`src/rtl/tic_pkg.sv`:
```
package tic_pkg;
  localparam int REG_W = 8;
  localparam int N_CH  = 2;

  // Field positions inside the control byte (software depends on these)
  function automatic int mode_pos(int ch); return 2 * ch;     endfunction
  function automatic int eflg_pos(int ch); return 2 * ch + 1; endfunction
  function automatic int run_pos (int ch); return 4 + 2 * ch; endfunction
  function automatic int tflg_pos(int ch); return 5 + 2 * ch; endfunction

  // A pin is active when its synchronized value matches the polarity bit
  function automatic logic qual_level(logic raw, logic pol);
    return raw ~^ pol;
  endfunction

  function automatic logic rise_of(logic cur, logic prev);
    return cur & ~prev;
  endfunction

  // Sticky flag: hardware set beats acknowledge, which beats a software write
  function automatic logic sticky_next(logic cur, logic hw_set, logic ack,
                                       logic we, logic wd);
    if (hw_set)  return 1'b1;
    if (ack)     return 1'b0;
    if (we)      return wd;
    return cur;
  endfunction
endpackage

```
`src/rtl/tic_pin_qual.sv`:
```
module tic_pin_qual #(
  parameter int SYNC_STAGES = 2
) (
  input  logic clk,
  input  logic rst_n,
  input  logic pin,
  input  logic pol,
  output logic act,
  output logic hit
);
  import tic_pkg::*;

  localparam int WARM_W = SYNC_STAGES + 1;

  logic [SYNC_STAGES-1:0] sync_q;
  logic [WARM_W-1:0]      warm_q;
  logic                   prev_q;
  logic                   s_valid;
  logic                   p_valid;

  always_ff @(posedge clk or negedge rst_n) begin
    if (!rst_n) begin
      sync_q <= '0;
      warm_q <= '0;
      prev_q <= 1'b0;
    end else begin
      sync_q <= {sync_q[SYNC_STAGES-2:0], pin};
      warm_q <= {warm_q[WARM_W-2:0], 1'b1};
      prev_q <= act;
    end
  end

  assign s_valid = warm_q[SYNC_STAGES-1];
  assign p_valid = warm_q[SYNC_STAGES];
  assign act     = s_valid & qual_level(sync_q[SYNC_STAGES-1], pol);
  assign hit     = p_valid & rise_of(act, prev_q);

  // an edge event only when the qualified level was inactive last cycle
  a_r8_hit_is_rise: assert property (@(posedge clk) disable iff (!rst_n)
    hit |-> (act && !$past(act)));
endmodule

```
`src/rtl/tic_ext_slot.sv`:
```
module tic_ext_slot #(
  parameter int SYNC_STAGES = 2
) (
  input  logic clk,
  input  logic rst_n,
  input  logic mode_we,
  input  logic mode_wd,
  input  logic flag_we,
  input  logic flag_wd,
  input  logic pin,
  input  logic pol,
  input  logic ack,
  output logic mode,
  output logic flag
);
  import tic_pkg::*;

  logic act;
  logic hit;
  logic mode_q;
  logic flag_q;

  tic_pin_qual #(.SYNC_STAGES(SYNC_STAGES)) u_qual (
    .clk  (clk),
    .rst_n(rst_n),
    .pin  (pin),
    .pol  (pol),
    .act  (act),
    .hit  (hit)
  );

  always_ff @(posedge clk or negedge rst_n) begin
    if (!rst_n) begin
      mode_q <= 1'b0;
      flag_q <= 1'b0;
    end else begin
      if (mode_we) mode_q <= mode_wd;
      if (mode_q) flag_q <= sticky_next(flag_q, hit, ack, flag_we, flag_wd);
      else        flag_q <= act;
    end
  end

  assign mode = mode_q;
  assign flag = flag_q;

  // level mode copies the qualified level, whatever ack or write do
  a_r9_level_follows: assert property (@(posedge clk) disable iff (!rst_n)
    !mode_q |=> (flag_q == $past(act)));
  // edge event sets the flag
  a_r8_edge_sets: assert property (@(posedge clk) disable iff (!rst_n)
    (mode_q && hit) |=> flag_q);
  // acknowledge clears an edge-mode flag when no new edge arrives
  a_r8_ack_clears: assert property (@(posedge clk) disable iff (!rst_n)
    (mode_q && ack && !hit) |=> !flag_q);
endmodule

```
`src/rtl/tic_tmr_slot.sv`:
```
module tic_tmr_slot (
  input  logic clk,
  input  logic rst_n,
  input  logic run_we,
  input  logic run_wd,
  input  logic flag_we,
  input  logic flag_wd,
  input  logic ovf,
  input  logic ack,
  output logic run,
  output logic flag
);
  import tic_pkg::*;

  logic run_q;
  logic flag_q;

  always_ff @(posedge clk or negedge rst_n) begin
    if (!rst_n) begin
      run_q  <= 1'b0;
      flag_q <= 1'b0;
    end else begin
      if (run_we) run_q <= run_wd;
      flag_q <= sticky_next(flag_q, ovf, ack, flag_we, flag_wd);
    end
  end

  assign run  = run_q;
  assign flag = flag_q;

  // overflow always lands in the flag
  a_r5_ovf_sets: assert property (@(posedge clk) disable iff (!rst_n)
    ovf |=> flag);
  // acknowledge clears the flag when no overflow coincides
  a_r6_ack_clears: assert property (@(posedge clk) disable iff (!rst_n)
    (ack && !ovf) |=> !flag);
  // the run bit moves only when written
  a_r3_run_stable: assert property (@(posedge clk) disable iff (!rst_n)
    !run_we |=> $stable(run));
endmodule

```
`src/rtl/tmr_irq_ctl.sv`:
```
module tmr_irq_ctl #(
  parameter logic [7:0] ADDR        = 8'h88,
  parameter int         SYNC_STAGES = 2
) (
  input  logic       clk,
  input  logic       rst_n,
  input  logic [7:0] reg_addr,
  input  logic       reg_wr,
  input  logic [7:0] reg_wmask,
  input  logic [7:0] reg_wdata,
  output logic [7:0] reg_rdata,
  input  logic [1:0] tmr_ovf,
  input  logic [1:0] tmr_vec_ack,
  output logic [1:0] tmr_run,
  output logic [1:0] tmr_irq,
  input  logic [1:0] ext_pin,
  input  logic [1:0] ext_pol,
  input  logic [1:0] ext_vec_ack,
  output logic [1:0] ext_irq
);
  import tic_pkg::*;

  logic             addr_hit;
  logic             wr_hit;
  logic [REG_W-1:0] bit_we;
  logic [REG_W-1:0] ctl_bits;

  assign addr_hit = (reg_addr == ADDR);
  assign wr_hit   = reg_wr & addr_hit;
  assign bit_we   = {REG_W{wr_hit}} & reg_wmask;

  for (genvar ch = 0; ch < N_CH; ch++) begin : g_ch
    localparam int MP = mode_pos(ch);
    localparam int EP = eflg_pos(ch);
    localparam int RP = run_pos(ch);
    localparam int TP = tflg_pos(ch);

    tic_ext_slot #(.SYNC_STAGES(SYNC_STAGES)) u_ext (
      .clk    (clk),
      .rst_n  (rst_n),
      .mode_we(bit_we[MP]),
      .mode_wd(reg_wdata[MP]),
      .flag_we(bit_we[EP]),
      .flag_wd(reg_wdata[EP]),
      .pin    (ext_pin[ch]),
      .pol    (ext_pol[ch]),
      .ack    (ext_vec_ack[ch]),
      .mode   (ctl_bits[MP]),
      .flag   (ctl_bits[EP])
    );

    tic_tmr_slot u_tmr (
      .clk    (clk),
      .rst_n  (rst_n),
      .run_we (bit_we[RP]),
      .run_wd (reg_wdata[RP]),
      .flag_we(bit_we[TP]),
      .flag_wd(reg_wdata[TP]),
      .ovf    (tmr_ovf[ch]),
      .ack    (tmr_vec_ack[ch]),
      .run    (ctl_bits[RP]),
      .flag   (ctl_bits[TP])
    );

    assign tmr_run[ch] = ctl_bits[RP];
    assign tmr_irq[ch] = ctl_bits[TP];
    assign ext_irq[ch] = ctl_bits[EP];
  end

  assign reg_rdata = addr_hit ? ctl_bits : '0;

  // writes aimed elsewhere leave the run enables untouched
  a_r2_foreign_write: assert property (@(posedge clk) disable iff (!rst_n)
    (reg_wr && !addr_hit) |=> $stable(tmr_run));
endmodule

```
`config.mk`:
```
export PLATFORM = sky130hd
export DESIGN_NAME = tmr_irq_ctl
export DESIGN_NICKNAME = d
export VERILOG_FILES = /design/src/rtl/tic_pkg.sv /design/src/rtl/tic_pin_qual.sv /design/src/rtl/tic_ext_slot.sv /design/src/rtl/tic_tmr_slot.sv /design/src/rtl/tmr_irq_ctl.sv
export SDC_FILE = /design/constraint.sdc
export NUM_CORES = 1
export LEC_CHECK = 0
export BUFFER_PORTS_ARGS = -buffer_cell sky130_fd_sc_hd__buf_2
export CAP_MARGIN = 20
export CORE_ASPECT_RATIO = 0.5
export CORE_MARGIN = 4
export CORE_UTILIZATION = 30
export DETAILED_ROUTE_END_ITERATION = 10
export PLACE_DENSITY_LB_ADDON = 0.25
export SETUP_SLACK_MARGIN = 0.02
export SYNTH_ARGS = -nofsm -noshare
export SYNTH_HDL_FRONTEND = slang
export SYNTH_HIERARCHICAL = 1
export SYNTH_SLANG_ARGS = --single-unit
```
`constraint.sdc`:
```
create_clock -name clk -period 1.6 [get_ports clk]
set_input_delay 0.32 -clock clk [delete_from_list [all_inputs] [get_ports clk]]
set_output_delay 0.32 -clock clk [all_outputs]
set_load 0.005 [all_outputs]
```
==> metrics.md <==
| Metric | Value |
|---|---|
| Multi-input gate area | 418 µm² |
| Comb power frac | 10.9% |
| Met3 wire length | approximately 54 µm |
| Commonest cells in the netlist | dfrtp_1, nor3_2, inv_1, nand2_1 |
| Synthesized area | 0.00102 mm² |
| IO Port Bufs | 50 |
| Ant. Diodes | 0 |
| Clock transition at path regs | ~0.070 ns |
| GRT Util Overall | under 10% |
| PD cells | between 800 and 900 mW/mm² |
| Top cell type's share of synthesized area | between 40% and 50% |
| Clock power share | a little over two fifths |
| Hold crit path type | in -> async |
| TritonRoute pass-1 iters | 2 |
| P_int | 935 µW |
| DRT antenna net count | 0 |
| Grt total ovfl | 0 |
| Total negative setup slack | -0.0467 ns |
| Seq pwr share | a little under half |
| Fraction of registers with async set/reset | 100% |
| Net Switching | roughly 230 µW |
| Antenna violations before repair | 0 |
| Element type at the critical path end | output port |
| Most numerous cell in the Yosys netlist | dfrtp_1 |
| Met2 wire length | roughly 1.1 mm |
| Worst setup margin | -0.0214 ns |
| RSZ-0062 raised after global routing | true |
| Max layer used | met4 |
| Skew-Pair Late Insertion Delay | ~0.25 ns |
| Fraction of layout cells with a size suffix above 1 | between 50% and 60% |
| Synth unique cells | 22 |
| Synthesized instance count | about 90 |
| CP arrival | 1.30 ns |
| Drt drc | 0 |
| Outcome | finished, violations left |
| # fillers | about 320 |
| M1 WL | 866 µm |
| Post-detail-place hpwl | between 1.5 and 2 mm |
| Core area | around 0.0031 mm² |
| Layout area overhead | 33.6% |
| Root Driver | clkbuf_8 |
| Register area | 500 µm² |
| R2R Setup Slk | roughly 0.57 ns |
| Period utilization | 101% |
| DP Area | roughly 0.0012 mm² |
| Tot Pwr | approximately 1.2 mW |
| Crit Path Category | in -> out |
| Final setup viols | 4 |
| Synth area leaders | dfrtp_1, nor3_2, mux2i_1 |
| Failing checks | hold timing, setup timing |
| Vias in the first global route | ~750 |
| First-pass GRT wire length | about 3.4 mm |
| Fin cells | between 150 and 200 |
| WHS | -0.00506 ns |
| Place WS | -0.229 ns |
| Final Max Tran Viols | 0 |
| Sw frac | about a fifth |
| CTS Buf Count | 3 |
| H-tree levels | 1 |
| Final Cell Area | 0.00136 mm² |
| Ports | about 50 |
| CTS tree | yes |
| Hold Fails Final Rpt | 12 |
| Clk sinks | 20 |
| Final core occ | around 44% |
| MaxCap Viol Count | 0 |
| Placed cell count | between 150 and 200 |
| Die Wd | a little over 90 µm |
| Total wire length | between 2 and 2.5 mm |
| Post-Syn Nets | roughly 130 |
| Fmax | between 600 and 700 MHz |
| Initial core utilization | roughly 33% |
| Yosys warnings | 6 |
| Global placer's final weighted congestion | 0.713 |
| Syn Area/Cell | around 11 µm² |
| Die Y | 49.2 µm |
| Pin count of the biggest net entering global routing | 21 |
| DRT iter0 DRCs | 32 |
| Worst clock skew | between 0.003 and 0.004 ns |
| Vias per inst | 4.26 |
| Yosys reg bits | 20 |
| Worst setup SP type | primary input |
| Row cnt | 14 |
| WL/cell | roughly 12 µm |
| Crit path time final | ~1.6 ns |
| Worst-case clock buffer depth | 2 |
| Sequential cell area fraction in the yosys report | approximately half |
| Leak | 0.649 nW |
| VDD IR max | 0.430 mV |
| Nets | 175 |
| Critical Path RT | 1.28 ns |
| Synth area leader | dfrtp_1 |
| DIE AREA | around 0.0045 mm² |
| Post-synth EDFFs | 0 |
| Top_reg_cell synth | dfrtp_1 |
| Via count | between 700 and 800 |
| Worst Path Max Fanout | 7 |
routing by layer:
metal | vias to the layer above | GRT usage (%)
met5 | - | 0
met4 | 0 | 3.05
met3 | 2 | 2.47
met2 | 12 | 17.4
met1 | 359 | 11.2
li1 | 381 | -
sequential cells by signal (all words and copies together), names as in the netlist:
register,count
g_ch.u_ext/mode,2
g_ch.u_ext/u_qual/warm_q,6
g_ch.u_ext/flag,2
g_ch.u_tmr/run,2
g_ch.u_ext/u_qual/prev_q,2
g_ch.u_tmr/flag,2
g_ch.u_ext/u_qual/sync_q,4
final cells by class:
cell class | instances | share of cell area, %
sequential | 20 | 36.7
multi-input combinational | 51 | 30.7
timing repair buffer | 54 | 21.5
tap | 40 | 3.67
clock buffer | 3 | 3.03
clock inverter | 1 | 2.20
inverter | 8 | 2.20
final timing paths:
path,startpoint,endpoint,cells past startpoint
min reg2reg,g_ch[0].u_ext/u_qual/warm_q[0]$_DFF_PN0_,g_ch[0].u_ext/u_qual/warm_q[1]$_DFF_PN0_,0
max in group asynchronous,rst_n,g_ch[1].u_tmr/flag$_DFFE_PN0P_,1
max reg2reg,g_ch[0].u_ext/u_qual/sync_q[1]$_DFF_PN0_,g_ch[0].u_ext/flag$_DFFE_PN0P_,4
max,reg_addr[4],reg_rdata[2],4
min,rst_n,g_ch[1].u_ext/u_qual/sync_q[0]$_DFF_PN0_,1
min in group clk,ext_pin[0],g_ch[0].u_ext/u_qual/sync_q[0]$_DFF_PN0_,1
placed cells by master, fill, tap and decap left out, drive strengths merged:
master,n
nor3,16
buf,54
inv,8
dfrtp,20
mux2i,6
nand2b,2
bufinv,1
xnor2,2
o21ai,2
o21bai,2
nand2,8
mux2,4
or4,2
and2,2
nand4bb,1
and4b,2
conb,2
clkbuf,3
cell families (layout without fill, tap and decap cells):
kind of cell	Yosys count	in the layout	share of synthesized area (%)
AND/OR/NAND/NOR	32	33	22.6
flip-flops	20	20	49.1
buffers and inverters	19	66	11.7
multiplexers	10	10	11.8
AO/OA/AOI/OAI	4	4	2.45
other	2	2	0.736
XOR/XNOR	2	2	1.72
power groups by stage:
stage / clock (mW) / sequential, mW / combinational, mW
after floorplan: 0 / 0.552 / 0.0680
after global placement: 0 / 0.554 / 0.119
after detailed placement: 0 / 0.555 / 0.121
after CTS: 0.512 / 0.544 / 0.131
after global routing: 0.530 / 0.548 / 0.144
final: 0.495 / 0.544 / 0.127
worst max-delay path, cell delays in order:
cell and delay, ns:
buf_6 0.09, or4_4 0.61, nor3_2 0.14, buf_2 0.14
repair_timing:
action,in CTS,in global routing
pin swaps,1,0
endpoints found under the setup margin,8,11
gates cloned,1,0
gates resized for setup,3,0
buffers inserted,3,0
hold buffers,0,0
No activity file was read; power rests on OpenSTA's default activity.
